### config.mk
export PLATFORM = sky130hd
export DESIGN_NAME = boot_mode_loader
export DESIGN_NICKNAME = d
export VERILOG_FILES = /design/src/rtl/boot_cfg_pkg.sv /design/src/rtl/mode_clk_gen.sv /design/src/rtl/stream_shifter.sv /design/src/rtl/cfg_decoder.sv /design/src/rtl/rst_seq_monitor.sv /design/src/rtl/boot_mode_loader.sv
export SDC_FILE = /design/constraint.sdc
export NUM_CORES = 1
export LEC_CHECK = 0
export BUFFER_PORTS_ARGS = -buffer_cell sky130_fd_sc_hd__buf_2
export CAP_MARGIN = 30
export CORE_MARGIN = 5
export CORE_UTILIZATION = 23
export DETAILED_ROUTE_END_ITERATION = 10
export HOLD_SLACK_MARGIN = 0.1
export PLACE_DENSITY = 0.39
export SYNTH_ARGS = -nofsm -noshare
export SYNTH_HDL_FRONTEND = slang
export SYNTH_SLANG_ARGS = --single-unit
### constraint.sdc
create_clock -name clk -period 3.49 [get_ports clk]
set_input_delay 0.349 -clock clk [delete_from_list [all_inputs] [get_ports clk]]
set_output_delay 0.349 -clock clk [all_outputs]
set_load 0.02 [all_outputs]
### src/rtl/boot_cfg_pkg.sv
package boot_cfg_pkg;
  // Bit positions of the decoded region in the stream
  localparam int CFG_LO   = 1;
  localparam int CFG_HI   = 17;
  localparam int CAP_BITS = CFG_HI + 1;

  localparam logic [1:0] NBW_RSVD = 2'b01;
  localparam logic [2:0] PLL_RSVD = 3'b111;

  // Packed so that it lines up with stream bits 17 down to 1
  typedef struct packed {
    logic [2:0] wr_delay;
    logic [1:0] drive;
    logic       bus32;
    logic       tmr_off;
    logic [1:0] nbw;
    logic       big_end;
    logic [2:0] pll;
    logic [3:0] wb_rate;
  } boot_cfg_t;
endpackage

### src/rtl/mode_clk_gen.sv
module mode_clk_gen #(
  parameter int DIV_LOG2 = 8
) (
  input  logic clk,
  input  logic rst,
  output logic mode_clk_o,
  output logic sample_o
);
  localparam int DIV    = 1 << DIV_LOG2;
  localparam int HALF   = DIV / 2;
  localparam int SAMPLE = DIV - 4;
  localparam int RISE   = HALF - 4;

  logic [DIV_LOG2-1:0] cnt;
  logic                mclk_q;

  always_ff @(posedge clk) begin
    if (rst) begin
      cnt    <= '0;
      mclk_q <= 1'b0;
    end else begin
      cnt    <= cnt + 1'b1;
      mclk_q <= (cnt >= DIV_LOG2'(RISE)) && (cnt < DIV_LOG2'(SAMPLE));
    end
  end

  assign sample_o   = (cnt == DIV_LOG2'(SAMPLE));
  assign mode_clk_o = mclk_q;

  // the sample edge is the mode-clock falling edge
  a_r1_fall_at_sample: assert property (@(posedge clk) disable iff (rst)
    sample_o |=> $fell(mode_clk_o));
  // the mode clock never rises on a sample edge
  a_r1_no_rise_at_sample: assert property (@(posedge clk) disable iff (rst)
    sample_o |=> !$rose(mode_clk_o));
endmodule

### src/rtl/stream_shifter.sv
module stream_shifter #(
  parameter int STREAM_BITS = 256,
  parameter int CAP_BITS    = 18
) (
  input  logic                clk,
  input  logic                rst,
  input  logic                start,
  input  logic                sample,
  input  logic                din,
  output logic [CAP_BITS-1:0] cap,
  output logic                hi_nz,
  output logic                done
);
  localparam int IDXW = $clog2(STREAM_BITS);
  localparam int LAST = STREAM_BITS - 1;

  logic [IDXW-1:0] idx;
  logic            loading;

  always_ff @(posedge clk) begin
    if (rst) begin
      idx     <= '0;
      loading <= 1'b0;
      cap     <= '0;
      hi_nz   <= 1'b0;
      done    <= 1'b0;
    end else begin
      done <= 1'b0;
      if (start) begin
        idx     <= '0;
        loading <= 1'b1;
        cap     <= '0;
        hi_nz   <= 1'b0;
      end else if (loading && sample) begin
        for (int k = 0; k < CAP_BITS; k++) begin
          if (idx == IDXW'(k)) cap[k] <= din;
        end
        if (idx >= IDXW'(CAP_BITS)) hi_nz <= hi_nz | din;
        if (idx == IDXW'(LAST)) begin
          loading <= 1'b0;
          done    <= 1'b1;
        end else begin
          idx <= idx + 1'b1;
        end
      end
    end
  end

  // completion is a single-cycle pulse
  a_r2_done_pulse: assert property (@(posedge clk) disable iff (rst)
    done |=> !done);
  // completion only follows a sampled bit
  a_r2_done_after_sample: assert property (@(posedge clk) disable iff (rst)
    $rose(done) |-> $past(sample));
endmodule

### src/rtl/cfg_decoder.sv
module cfg_decoder
  import boot_cfg_pkg::*;
(
  input  logic                clk,
  input  logic                rst,
  input  logic                start,
  input  logic                done,
  input  logic [CAP_BITS-1:0] cap,
  input  logic                hi_nz,
  output boot_cfg_t           cfg,
  output logic                valid,
  output logic                err
);
  boot_cfg_t nxt;
  logic      rsvd_hit;

  always_comb begin
    nxt      = boot_cfg_t'(cap[CFG_HI:CFG_LO]);
    rsvd_hit = (nxt.pll == PLL_RSVD) || (nxt.nbw == NBW_RSVD);
  end

  always_ff @(posedge clk) begin
    if (rst) begin
      cfg   <= '0;
      valid <= 1'b0;
      err   <= 1'b0;
    end else if (start) begin
      valid <= 1'b0;
    end else if (done) begin
      cfg   <= nxt;
      err   <= cap[0] | hi_nz | rsvd_hit;
      valid <= 1'b1;
    end
  end

  // a finished stream yields a valid configuration
  a_r2_valid_after_done: assert property (@(posedge clk) disable iff (rst)
    (done && !start) |=> valid);
  // fields hold while valid stays high
  a_r5_fields_stable: assert property (@(posedge clk) disable iff (rst)
    (valid && $past(valid)) |-> ($stable(cfg) && $stable(err)));
  // a reserved multiplier code is always flagged
  a_r7_pll_rsvd: assert property (@(posedge clk) disable iff (rst)
    (valid && cfg.pll == PLL_RSVD) |-> err);
  // a reserved write type is always flagged
  a_r7_nbw_rsvd: assert property (@(posedge clk) disable iff (rst)
    (valid && cfg.nbw == NBW_RSVD) |-> err);
endmodule

### src/rtl/rst_seq_monitor.sv
module rst_seq_monitor #(
  parameter int COLD_HOLD = 65536,
  parameter int RST_GAP   = 64
) (
  input  logic clk,
  input  logic rst,
  input  logic start,
  input  logic cfg_valid,
  input  logic cold_rst,
  input  logic warm_rst,
  output logic hold_short,
  output logic gap_short
);
  localparam int HCW = $clog2(COLD_HOLD + 1);
  localparam int GCW = $clog2(RST_GAP + 1);

  logic [HCW-1:0] hold_cnt;
  logic [GCW-1:0] gap_cnt;
  logic           cold_q, warm_q, armed;
  logic           cold_fall, warm_fall;

  assign cold_fall = cold_q & ~cold_rst;
  assign warm_fall = warm_q & ~warm_rst;

  always_ff @(posedge clk) begin
    if (rst) begin
      cold_q     <= 1'b0;
      warm_q     <= 1'b0;
      hold_cnt   <= '0;
      gap_cnt    <= '0;
      armed      <= 1'b0;
      hold_short <= 1'b0;
      gap_short  <= 1'b0;
    end else begin
      cold_q <= cold_rst;
      warm_q <= warm_rst;

      if (start || !cfg_valid) hold_cnt <= '0;
      else if (cold_rst && hold_cnt < HCW'(COLD_HOLD)) hold_cnt <= hold_cnt + 1'b1;

      if (cold_fall) gap_cnt <= '0;
      else if (gap_cnt < GCW'(RST_GAP)) gap_cnt <= gap_cnt + 1'b1;

      if (cold_fall) armed <= 1'b1;
      else if (warm_fall) armed <= 1'b0;

      if (start) begin
        hold_short <= 1'b0;
        gap_short  <= 1'b0;
      end else begin
        if (cold_fall && (!cfg_valid || hold_cnt < HCW'(COLD_HOLD)))
          hold_short <= 1'b1;
        if (warm_fall && (cold_rst || cold_fall ||
                          (armed && gap_cnt < GCW'(RST_GAP))))
          gap_short <= 1'b1;
      end
    end
  end

  // the hold flag sets only on a cold-reset release
  a_r9_hold_on_release: assert property (@(posedge clk) disable iff (rst)
    $rose(hold_short) |-> $past(cold_q && !cold_rst));
  // the gap flag sets only on a warm-reset release
  a_r10_gap_on_release: assert property (@(posedge clk) disable iff (rst)
    $rose(gap_short) |-> $past(warm_q && !warm_rst));
  // a same-cycle release of both resets is flagged
  a_r10_same_cycle: assert property (@(posedge clk) disable iff (rst)
    (cold_fall && warm_fall && !start) |=> gap_short);
endmodule

### src/rtl/boot_mode_loader.sv
module boot_mode_loader
  import boot_cfg_pkg::*;
#(
  parameter int DIV_LOG2    = 8,
  parameter int STREAM_BITS = 256,
  parameter int COLD_HOLD   = 65536,
  parameter int RST_GAP     = 64
) (
  input  logic       clk,
  input  logic       rst,
  input  logic       pwr_good,
  input  logic       cold_rst,
  input  logic       warm_rst,
  input  logic       mode_din,
  output logic       mode_clk,
  output logic       cfg_valid,
  output logic       cfg_err,
  output logic [2:0] wr_delay,
  output logic [1:0] drive_code,
  output logic       bus_32,
  output logic       timer_int_off,
  output logic [1:0] nbw_type,
  output logic       big_endian,
  output logic [2:0] pll_code,
  output logic [3:0] wb_rate,
  output logic       hold_short,
  output logic       gap_short
);
  logic                pg_q, start, sample, hi_nz, done;
  logic [CAP_BITS-1:0] cap;
  boot_cfg_t           cfg;

  always_ff @(posedge clk) begin
    if (rst) pg_q <= 1'b0;
    else     pg_q <= pwr_good;
  end
  assign start = pwr_good & ~pg_q;

  mode_clk_gen #(.DIV_LOG2(DIV_LOG2)) u_clk (
    .clk(clk), .rst(rst), .mode_clk_o(mode_clk), .sample_o(sample));

  stream_shifter #(.STREAM_BITS(STREAM_BITS), .CAP_BITS(CAP_BITS)) u_shift (
    .clk(clk), .rst(rst), .start(start), .sample(sample), .din(mode_din),
    .cap(cap), .hi_nz(hi_nz), .done(done));

  cfg_decoder u_dec (
    .clk(clk), .rst(rst), .start(start), .done(done), .cap(cap),
    .hi_nz(hi_nz), .cfg(cfg), .valid(cfg_valid), .err(cfg_err));

  rst_seq_monitor #(.COLD_HOLD(COLD_HOLD), .RST_GAP(RST_GAP)) u_mon (
    .clk(clk), .rst(rst), .start(start), .cfg_valid(cfg_valid),
    .cold_rst(cold_rst), .warm_rst(warm_rst),
    .hold_short(hold_short), .gap_short(gap_short));

  assign wr_delay      = cfg.wr_delay;
  assign drive_code    = cfg.drive;
  assign bus_32        = cfg.bus32;
  assign timer_int_off = cfg.tmr_off;
  assign nbw_type      = cfg.nbw;
  assign big_endian    = cfg.big_end;
  assign pll_code      = cfg.pll;
  assign wb_rate       = cfg.wb_rate;

  // nothing is valid straight after reset
  a_r11_reset_clean: assert property (@(posedge clk)
    $past(rst) |-> (!cfg_valid && !cfg_err && !hold_short && !gap_short));
  // a new load drops the valid flag
  a_r2_start_clears: assert property (@(posedge clk) disable iff (rst)
    start |=> !cfg_valid);
endmodule

Yosys cells after proc, flatten, opt, wreduce, memory -nomap -nowiden

Cells that the tools add are included.

Add/sub/neg operators: 4
$lt $le $gt $ge: 5
Eq/ne operators: 21
Muxes and demuxes: 6
Bitwise gates (word level): 12
Reduce and logical (&&, ||, !) cells: 42

Operators by type and width:

| operator                                                              | count |
|---|---|
| 8-bit by 4-bit == test with 1-bit output, second input constant       | 8 |
| 2-bit AND reduction                                                   | 22 |
| 8-bit by 3-bit == test with 1-bit output, second input constant       | 4 |
| 17-bit by 1-bit adder with 17-bit output, second input constant       | 1 |
| 17-bit less-than comparator, second input constant                    | 1 |
| 8-bit by 1-bit adder with 8-bit output, second input constant         | 2 |
| 8-bit by 2-bit == test with 1-bit output, second input constant       | 2 |
| 8-bit by 5-bit == test with 1-bit output, second input constant       | 2 |
| 8-bit == test, second input constant                                  | 2 |
| 8-bit by 1-bit == test with 1-bit output, second input constant       | 1 |
| 8-bit by 5-bit >= comparator with 1-bit output, second input constant | 1 |
| 8-bit by 7-bit >= comparator with 1-bit output, second input constant | 1 |
| 8-bit zero test                                                       | 1 |
| 8-bit less-than comparator, second input constant                     | 1 |
| 7-bit by 1-bit adder with 7-bit output, second input constant         | 1 |
| 7-bit less-than comparator, second input constant                     | 1 |
| 1-bit logical AND                                                     | 6 |
| 1-bit two-way mux                                                     | 6 |
| 1-bit inverter                                                        | 6 |
| 2-bit nonzero test                                                    | 3 |
| 2-bit OR reduction                                                    | 3 |
| 1-bit logical OR                                                      | 5 |
| 1-bit AND                                                             | 3 |
| 3-bit == test, second input constant                                  | 1 |
| 4 further kinds                                                       | 6 |

Register bits: 87
Bits of input ports: 6

Longest topological paths before layout

Gate-level depths: netlist of the first run.

Depth after elaboration: 5
Gate-level depth with buffers: 7
Mapped depth without buffers: 6

Modules after synthesis

From an unflattened synthesis of the first run, not the netlist that was laid out.

Cell total of the unflattened synthesis: 421
Area, all modules: 3,933.8 sq um

By module, submodules not included:

| module           | instances | cells an instance | area each (sq um) | seq. area each (sq um) |
|---|---|---|---|---|
| stream_shifter   | 1         | 152               | 1,471.4           | 580.6 |
| rst_seq_monitor  | 1         | 140               | 1,261.2           | 580.6 |
| cfg_decoder      | 1         | 85                | 769.5             | 380.4 |
| mode_clk_gen     | 1         | 41                | 384.1             | 180.2 |
| boot_mode_loader | 1         | 3                 | 47.5              | 20.0 |

Least setup slack after synthesis of the first run

No wires, ideal clock.

Kind: register to register
From: reg u_shift.idx[1]
To: reg u_shift.idx[5]
Library setup time: 0.070 ns
Data arrival time: 1.526 ns
Required time: 3.420 ns
Slack: 1.894 ns
Stages on the path, launching flop included: 6
Clock period less this slack: 1.596 ns
Path through: dfxtp_1 -> ha_1 -> nand4_1 -> nand4_1 -> or4_1 -> a21oi_1

Cells in the longest elaborated chain, start to end: 3

RTL lines:

| what                                                                           | RTL line             | source |
|---|---|---|
| start, declared                                                                | stream_shifter.sv:17 | `logic [IDXW-1:0] idx;` |
| start signal, assigned                                                         | stream_shifter.sv:43 | `idx <= idx + 1'b1;` |
| branches (longest 3 deep; another with 8-bit by 1-bit adder with 8-bit output) | -                    |  |

Parallel ways; which one is timed is not known.
A chain may end at the register's enable or synchronous reset.

Worst setup path after layout of the first run

From: reg u_shift.idx[1]
To: reg u_shift.idx[1]

Same word-level chain as after synthesis.

==> out/results.tsv, run 1 <==
metric	value	unit
synth_top_family_by_area	simple AND/OR/NAND/NOR gates	
slew_viol_final	0	
ys.flop_type	dfxtp_1	
start_util	0.2358	
hold_buffers	0	
grt_use_total	0.09676	
worstPathCellList	ha_1, nand4_1, o211ai_2, mux2i_1, nor2_1	
nets	471	
syn_to_final_growth	17.54	%
via_count	3097	
fin_crit	1.818	ns
synth_compound_area_frac	0.1393	
clock_skew	0.01222	ns
synth-seq-cells	87	
yosys.cell_types.count	45	
setup_viol	0	
cts_buffers	9	
initialDrtViolationCount	264	
fin_crit_sh	0.5210	
synth_area	3774	um^2
insertion_delay	0.34	ns
max-cap-violations	0	
place.gp.congestion	0.7334	
antenna_found_initial	0	
critPathTopFamily	flip-flops	
crit_arrival	2.04	ns
grt_setup_unrepaired	false	
status	completed	
portBuffers	27	
synthSimpleGateAreaFrac	0.2759	
yosysMostFrequentCell	dfxtp_1	
required	3.71	ns
yosys-top-cells-area	dfxtp_1 46%, a21oi_1 6.4%, nand2_1 5.0%	
drt_wl_total	9131	um
synth-adder-area-share	0.02653	
ys_warn_count	0	
cts_max_path_buffers	2	
async_flop_share	0	
yosys.area.top_type	dfxtp_1	
die_area	19070	um^2
worst-path-buf-inv	0	
grt_pass1_vias	2901	
routedWlPerCell	13.47	um
synthCells	438	
synth_top_area_frac	0.4615	
hp-class	input port to flip-flop	
die_h	138.1	um
h-tree-depth	3	
finalHoldViolCount	0	
hpwl	6489	um
slowest_stage	dfxtp_1	
irDropWorstVdd	0.1947	mV
core	16000	um^2
viasPerCell	4.568	
endpoint_kind	flip-flop	
crit_type	flip-flop to flip-flop	
cts_tree	yes	
drc	0	
grt.overflow.total	0	
final_util	0.2772	
fmax	550.0	MHz
synthMuxAreaShare	0.01061	
synth_xor_area_frac	0.04642	
leakagePower	0.001529	uW
clk_pin_slew	0.06	ns
antennaDiodeCount	0	
synth_edf_count	0	
ant_nets	0	
nFillCells	1748	
ctsResizeCount	0	
postCtsSetupRepairBufs	0	
p_per_area	494.7	nW/um^2
grt_max_degree	35	
yosysSeqAreaShare	0.4615	
die_w	138.1	um
tns	0	ns
clock-root-buffer	clkbuf_16	
worstMarginPinSlew	0.6543	ns
cts_sinks	87	
layout-drive-gt1-share	0.1169	
crit_path_start_kind	flip-flop	
maxSlewHeadroom	0.5626	
syn-mean-instance-area	8.616	um^2
grt_pass1_wl	15080	um
path_max_fanout	7	
syn_nets	452	
slowest_delay	0.44	ns
fp-row-count	46	
first_pass_iters	4	
synth_commonest_cells	87 x dfxtp_1, 50 x nand2_1, 48 x a21oi_1	
pin_count	28	
-- state kept, by name, indices dropped and copies added (netlist names), 7 cells and up --
register,flops
u_shift.cap,18
u_dec.cfg,17
u_mon.hold_cnt,17
u_clk.cnt,8
u_shift.idx,8
u_mon.gap_cnt,7
-- power by group --
| part | internal [uW] | total, uW | switching (uW) |
|---|---|---|---|
| Clock | 723 | 1130 | 411 |
| Sequential | 1000 | 1010 | 7.66 |
| Combinational | 17.1 | 50.3 | 33.2 |
| Total | 1740 | 2190 | 452 |
-- kinds of logic after synthesis --
kind of cell	count (synthesis)
DFF	87
AOI/OAI and AO/OA	90
and+or+nand+nor	198
adders and majority gates	8
xor gates and xnor gates	20
muxes	4
buffers and inverters	31
-- worst register-to-register path, delay by kind of cell (launching register included) --
kind / cells / cell delay, ns
multiplexers: 1 / 0.22
AO/OA/AOI/OAI: 1 / 0.33
adder cells (fa/ha/maj): 1 / 0.36
AND/OR/NAND/NOR: 2 / 0.34
flip-flops: 1 / 0.44
-- layout make-up --
cell class	instances	area, um^2	share of cell area
Inverter	10	37.54	0.008463
Multi-Input combinational cell	320	1882	0.4243
Clock inverter	6	115.1	0.02595
Clock buffer	10	239.0	0.05388
Sequential cell	87	1742	0.3927
Timing Repair Buffer	29	150.1	0.03385
Tap cell	216	270.3	0.06093
-- layer usage --
metal / GRT usage / vias up / wire, um
li1: - / 1588 / -
met1: 0.1362 / 1473 / 4705
met2: 0.1377 / 34 / 4079
met3: 0.02207 / 2 / 297
met4: 0.04940 / 0 / 48
met5: 0 / - / 0
-- stage by stage --
step	hold slack (ns)	instance area (um^2)	power, uW	setup slack (ns)	instances
floorplan	0.4281	3774	1069	1.894	438
global placement	0.4425	4081	1083	1.688	662
detailed placement	0.4469	4081	1084	1.682	662
CTS	0.2277	4436	2239	1.685	678
global route	0.2521	4436	2287	1.496	678
finish	0.2430	4436	2194	1.672	678
-- worst paths after layout --
kind                  start        endpoint  slack (ns)  cells after the start
min reg2reg    u_dec.cfg[3]    u_dec.cfg[3]        0.45                      2
max          u_shift.idx[1]  u_shift.idx[1]        1.67                      5
max reg2reg  u_shift.idx[1]  u_shift.idx[1]        1.67                      5
min                warm_rst    u_mon.warm_q        0.24                      2
-- cells in the final DEF (no fill, tap or decap), drive strengths merged, types with 11 or more instances in the layout --
master / instances
inv: 11
nand3: 22
xor2: 14
a21oi: 48
nor2b: 14
buf: 29
nand2: 50
nand4: 21
o21ai: 24
or3: 11
nor2: 40
dfxtp: 87
No activity file was read; power rests on OpenSTA's default activity.
==> run 2, diff against run 1 <==
==> constraint.sdc (replaced) <==
create_clock -name clk -period 1.9 [get_ports clk]
set_input_delay 0.19 -clock clk [delete_from_list [all_inputs] [get_ports clk]]
set_output_delay 0.19 -clock clk [all_outputs]
set_load 0.02 [all_outputs]
==> out/results.tsv, run 2 (synthesis gave the netlist of run 1 again) <==
metric	value	unit	change
status	completed		
grt_use_total	0.09645		-0.0003123
initialDrtViolationCount	149		-44%
p_per_area	847.0	nW/um^2	+71%
antennaDiodeCount	0		unchanged
final_cell_mix	87 x dfxtp_1, 50 x nand2_1, 48 x a21oi_1		
ff_latch_area	1742	um^2	unchanged
antenna_found_initial	0		unchanged
endpoint_kind	flip-flop		
final_common_cell	dfxtp_1		
largestRegisters	u_shift.cap (18), u_dec.cfg (17), u_mon.hold_cnt (17)		
finalHoldViolCount	0		unchanged
multi_input_area	1891	um^2	+0.47%
grt_pass1_vias	3011		+3.8%
cts_tree	yes		
grt.overflow.total	0		unchanged
drt_wl_total	8924	um	-2.3%
core	16000	um^2	unchanged
h-tree-depth	3		unchanged
irDropWorstVdd	0.3826	mV	+97%
fmax	556.6	MHz	+1.2%
crit_path_start_kind	flip-flop		
slew_viol_final	0		unchanged
worstMarginPinSlew	0.5771	ns	-0.07723 ns
place.gp.congestion	0.7668		+4.6%
portBuffers	27		unchanged
die_w	138.1	um	unchanged
layout-drive-gt1-share	0.1389		+0.02206
cts_buffers	9		unchanged
first_pass_iters	4		unchanged
cts_sinks	87		unchanged
hp-class	input port to flip-flop		
start_util	0.2358		unchanged
hpwl	6435	um	-0.83%
viasPerCell	4.479		-1.9%
insertion_delay	0.34	ns	about the same
reg2reg_depth	6		+1
ant_nets	0		unchanged
maxSlewHeadroom	0.6143		+0.05178
largest_reg_flops	18		unchanged
path_max_fanout	14		+7
grt_setup_unrepaired	false		
max-cap-violations	0		unchanged
clock-root-buffer	clkbuf_16		
cts_max_path_buffers	2		unchanged
syn_to_final_growth	19.46	%	
setup_viol	0		unchanged
final_util	0.2817		+0.004536
place_area	4164	um^2	+2.0%
grt_max_degree	35		unchanged
nFillCells	1752		+0.23%
hold-path-cell-count	2		unchanged
tns	0	ns	unchanged
crit_arrival	2.07	ns	+0.03 ns
die_h	138.1	um	unchanged
fp-row-count	46		unchanged
required	2.17	ns	-1.54 ns
fin_crit	1.797	ns	-0.02175 ns
clock_skew	0.007341	ns	-0.004877 ns
leakagePower	0.001568	uW	+2.6%
die_area	19070	um^2	unchanged
fin_crit_sh	0.9455		+0.4245
routedWlPerCell	12.91	um	-4.1%
regMostFlops	u_shift.cap		
clk_pin_slew	0.06	ns	about the same
grt_pass1_wl	15150	um	+0.46%
drc	0		unchanged
crit_type	flip-flop to flip-flop		
pin_count	28		unchanged
nets	484		+2.8%
via_count	3095		-0.065%
finalInstanceArea	4508	um^2	+1.6%
## run 2: final cells by class
| class | instances | area share |
|---|---|---|
| Clock inverter | 4 | 0.01138 |
| Multi-Input combinational cell | 320 | 0.4194 |
| Clock buffer | 12 | 0.05912 |
| Tap cell | 216 | 0.05995 |
| Sequential cell | 87 | 0.3863 |
| Timing Repair Buffer | 42 | 0.05551 |
| Inverter | 10 | 0.008326 |
## run 2: power by group
part | switching (uW) | total (uW) | internal (uW) | leakage, uW
Sequential | 12.0 | 1850 | 1840 | 0.000703
Combinational | 64.6 | 99.3 | 34.7 | 0.000710
Clock | 736 | 1870 | 1130 | 0.000155
Total | 813 | 3820 | 3010 | 0.00157
## run 2: metrics by stage
step,setup WS [ns],instances,total power (uW),hold WS [ns]
2_1_floorplan,0.3038,438,1963,0.3182
3_3_place_gp,0.2183,673,1992,0.4098
3_5_place_dp,0.1416,673,1994,0.4210
4_1_cts,0.1348,690,3889,0.1128
5_1_grt,0.02291,691,3977,0.1391
6_report,0.1035,691,3818,0.1173
## run 2: per-layer routing
metal | up-vias | track usage | part of all wire
li1 | 1603 | - | -
met3 | 14 | 0.02241 | 0.034
met2 | 42 | 0.1493 | 0.45
met1 | 1436 | 0.1267 | 0.49
met5 | - | 0 | 0
met4 | 0 | 0.04680 | 0.022
## run 2: critical path, stage by stage (launching register included)
cell and delay [ns]:
dfxtp_1 0.33, inv_1 0.06, ha_1 0.16, and4_4 0.36
nand4_1 0.20, or4_1 0.46, a21oi_1 0.16
## run 2: path summary, 6_finish.rpt
| path | endpoint | from | slack, ns |
|---|---|---|---|
| worst min register to register | u_dec.cfg[0] | u_dec.cfg[0] | 0.45 |
| worst max-delay path | u_shift.idx[5] | u_clk.cnt[0] | 0.10 |
| worst min-delay path | pg_q | pwr_good | 0.12 |
| worst max register to register | u_shift.idx[5] | u_clk.cnt[0] | 0.10 |
## run 2: what timing repair did
action,in CTS,in global routing
gates resized for setup,0,1
buffers inserted,0,1
hold buffers,1,0
hold endpoints to repair,1,0
endpoints found under the setup margin,0,2
==> run 3, diff against run 2 <==
--- a/config.mk
+++ b/config.mk
@@ -8,10 +8,10 @@
 export BUFFER_PORTS_ARGS = -buffer_cell sky130_fd_sc_hd__buf_2
 export CAP_MARGIN = 30
 export CORE_MARGIN = 5
-export CORE_UTILIZATION = 23
+export CORE_UTILIZATION = 55
 export DETAILED_ROUTE_END_ITERATION = 10
 export HOLD_SLACK_MARGIN = 0.1
-export PLACE_DENSITY = 0.39
+export PLACE_DENSITY = 0.75
 export SYNTH_ARGS = -nofsm -noshare
 export SYNTH_HDL_FRONTEND = slang
 export SYNTH_SLANG_ARGS = --single-unit
==> out/results.tsv, run 3 (synthesis gave the netlist of run 1 again) <==
metric	value	unit	change
status	completed		
regMostFlops	u_shift.cap		
grt.overflow.total	0		unchanged
drt_wl_total	7656	um	-14%
via_count	3135		+1.3%
antennaDiodeCount	0		unchanged
place_inst	535		-21%
fin_crit	1.708	ns	-0.08833 ns
path_max_fanout	8		-6
crit_type	flip-flop to flip-flop		
pre_cts_ws	0.1559	ns	+0.01431 ns
grt_use_total	0.1876		+0.09120
drc	0		unchanged
fp-row-count	30		-35%
cts_sinks	87		unchanged
cts_max_path_buffers	2		unchanged
max-cap-violations	0		unchanged
die_w	92.83	um	-33%
min_from	cold_rst		
grt_setup_unrepaired	false		
layout.cells.non_filler	555		-20%
portBuffers	27		unchanged
final_common_cell	dfxtp_1		
core	6719	um^2	-58%
hpwl	5340	um	-17%
r2r-end	u_shift.cap[12]		
cts_tree	yes		
slowest_delay	0.34	ns	-0.12 ns
hold-path-cell-count	2		unchanged
intPower	2392	uW	-20%
grt_pass1_vias	2833		-5.9%
slew_viol_final	0		unchanged
place.gp.congestion	0.7928		+3.4%
irDropWorstVdd	0.3831	mV	+0.13%
final_cell_mix	87 x dfxtp_1, 50 x nand2_1, 48 x a21oi_1		
worst-path-buf-inv	2		+1
first_pass_iters	4		unchanged
clock-root-buffer	clkbuf_8		
endpoint_kind	flip-flop		
routedWlPerCell	13.79	um	+6.8%
die_area	8617	um^2	-55%
start_util	0.5616		+0.3258
layout-drive-gt1-share	0.1368		-0.002105
combPwrFrac	0.032		+0.006
fmax	585.4	MHz	+5.2%
grt_pass1_wl	13190	um	-13%
ant_nets	0		unchanged
finalHoldViolCount	0		unchanged
cts_buffers	9		unchanged
ctsResizeCount	0		unchanged
slowest_stage	dfxtp_1		
crit_path_start_kind	flip-flop		
viasPerCell	5.649		+26%
crit_arrival	1.95	ns	-0.12 ns
largest_reg_flops	18		unchanged
clkPwrFrac	0.376		-0.113
worstMarginPinSlew	0.5528	ns	-0.02433 ns
p_sw_frac	0.2346		+0.02167
reg2reg_depth	7		+1
critPathTopFamily	simple AND/OR/NAND/NOR gates		
largestRegisters	u_shift.cap (18), u_dec.cfg (17), u_mon.hold_cnt (17)		
p_per_area	745.0	nW/um^2	-12%
hp-class	input port to flip-flop		
clock_skew	0.007640	ns	+0.0002994 ns
initialDrtViolationCount	114		-23%
pin_count	28		unchanged
clk_pin_slew	0.09	ns	+0.03 ns
setup_viol	0		unchanged
required	2.15	ns	-0.02 ns
insertion_delay	0.35	ns	about the same
grt_max_degree	35		unchanged
nets	484		unchanged
die_h	92.83	um	-33%
nFillCells	577		-67%
p_seq_frac	0.592		+0.107
syn_to_final_growth	11.17	%	
maxSlewHeadroom	0.6306		+0.01626
setup_slack	0.1918	ns	+0.08833 ns
fin_crit_sh	0.8990		-0.04649
r2r_setup_slack	0.19	ns	+0.09 ns
leakagePower	0.001516	uW	-3.4%
p_sw	733.1	uW	-9.8%
min_to	u_mon.cold_q		
h-tree-depth	3		unchanged
tns	0	ns	unchanged
r2r-start	u_clk.cnt[0]		
worstPathCellList	inv_1, ha_1, and4_4, buf_4, and4_1, a21boi_0, o21a_1		
antenna_found_initial	0		unchanged
[run 3: changes by cell type in the layout (fill, tap and decap cells not counted), sizes merged]
cell,change
clkinv,+3
dlygate4sd3,+1
bufinv,-1
clkbuf,-2
buf,-1
[run 3: what timing repair did]
action                     4_1_cts  5_1_grt
setup endpoints to repair        0        1
buffers inserted                 0        2
hold endpoints to repair         2        0
hold buffers                     2        0
[run 3: power by group through the flow]
| stage | registers, uW | clock network (uW) | logic, uW |
|---|---|---|---|
| 6_report | 1850 | 1170 | 99.9 |
| 3_3_place_gp | 1890 | 0 | 93.7 |
| 2_1_floorplan | 1890 | 0 | 69.5 |
| 4_1_cts | 1850 | 1210 | 99.6 |
| 5_1_grt | 1850 | 1290 | 115 |
| 3_5_place_dp | 1890 | 0 | 95.6 |
[run 3: cell type report]
class	instances	area [um^2]	share of cell area
Inverter	10	37.54	0.008947
Tap cell	80	100.1	0.02386
Timing Repair Buffer	42	252.7	0.06024
Clock inverter	6	43.79	0.01044
Clock buffer	10	137.6	0.03281
Multi-Input combinational cell	320	1882	0.4486
Sequential cell	87	1742	0.4152
[run 3: worst max-delay path by stage]
stage | start | depth (start not counted) | endpoint
after global routing | u_shift.idx[1] | 5 | u_shift.idx[5]
after CTS | u_clk.cnt[0] | 6 | u_shift.idx[5]
final | u_clk.cnt[0] | 7 | u_shift.cap[12]
after floorplan | u_shift.idx[1] | 5 | u_shift.idx[5]
after global placement | u_clk.cnt[0] | 6 | u_shift.cap[0]
after detailed placement | u_clk.cnt[0] | 6 | u_shift.cap[0]
[run 3: per-stage QoR]
step	utilization	cell area, um^2	power [uW]	hold WS [ns]
global route	0.6244	4195	3260	0.1240
global placement	0.5922	3979	1987	0.4119
detailed placement	0.5922	3979	1990	0.4230
CTS	0.6222	4180	3159	0.1161
finish	0.6244	4195	3125	0.1268
floorplan	-	3774	1963	0.3182
[run 3: layer usage]
metal	share of wire	routed length, um	GRT usage
met1	0.47	3587	0.2448
met2	0.47	3622	0.3089
met3	0.047	360	0.04630
met4	0.011	85	0.05128
met5	0	0	0
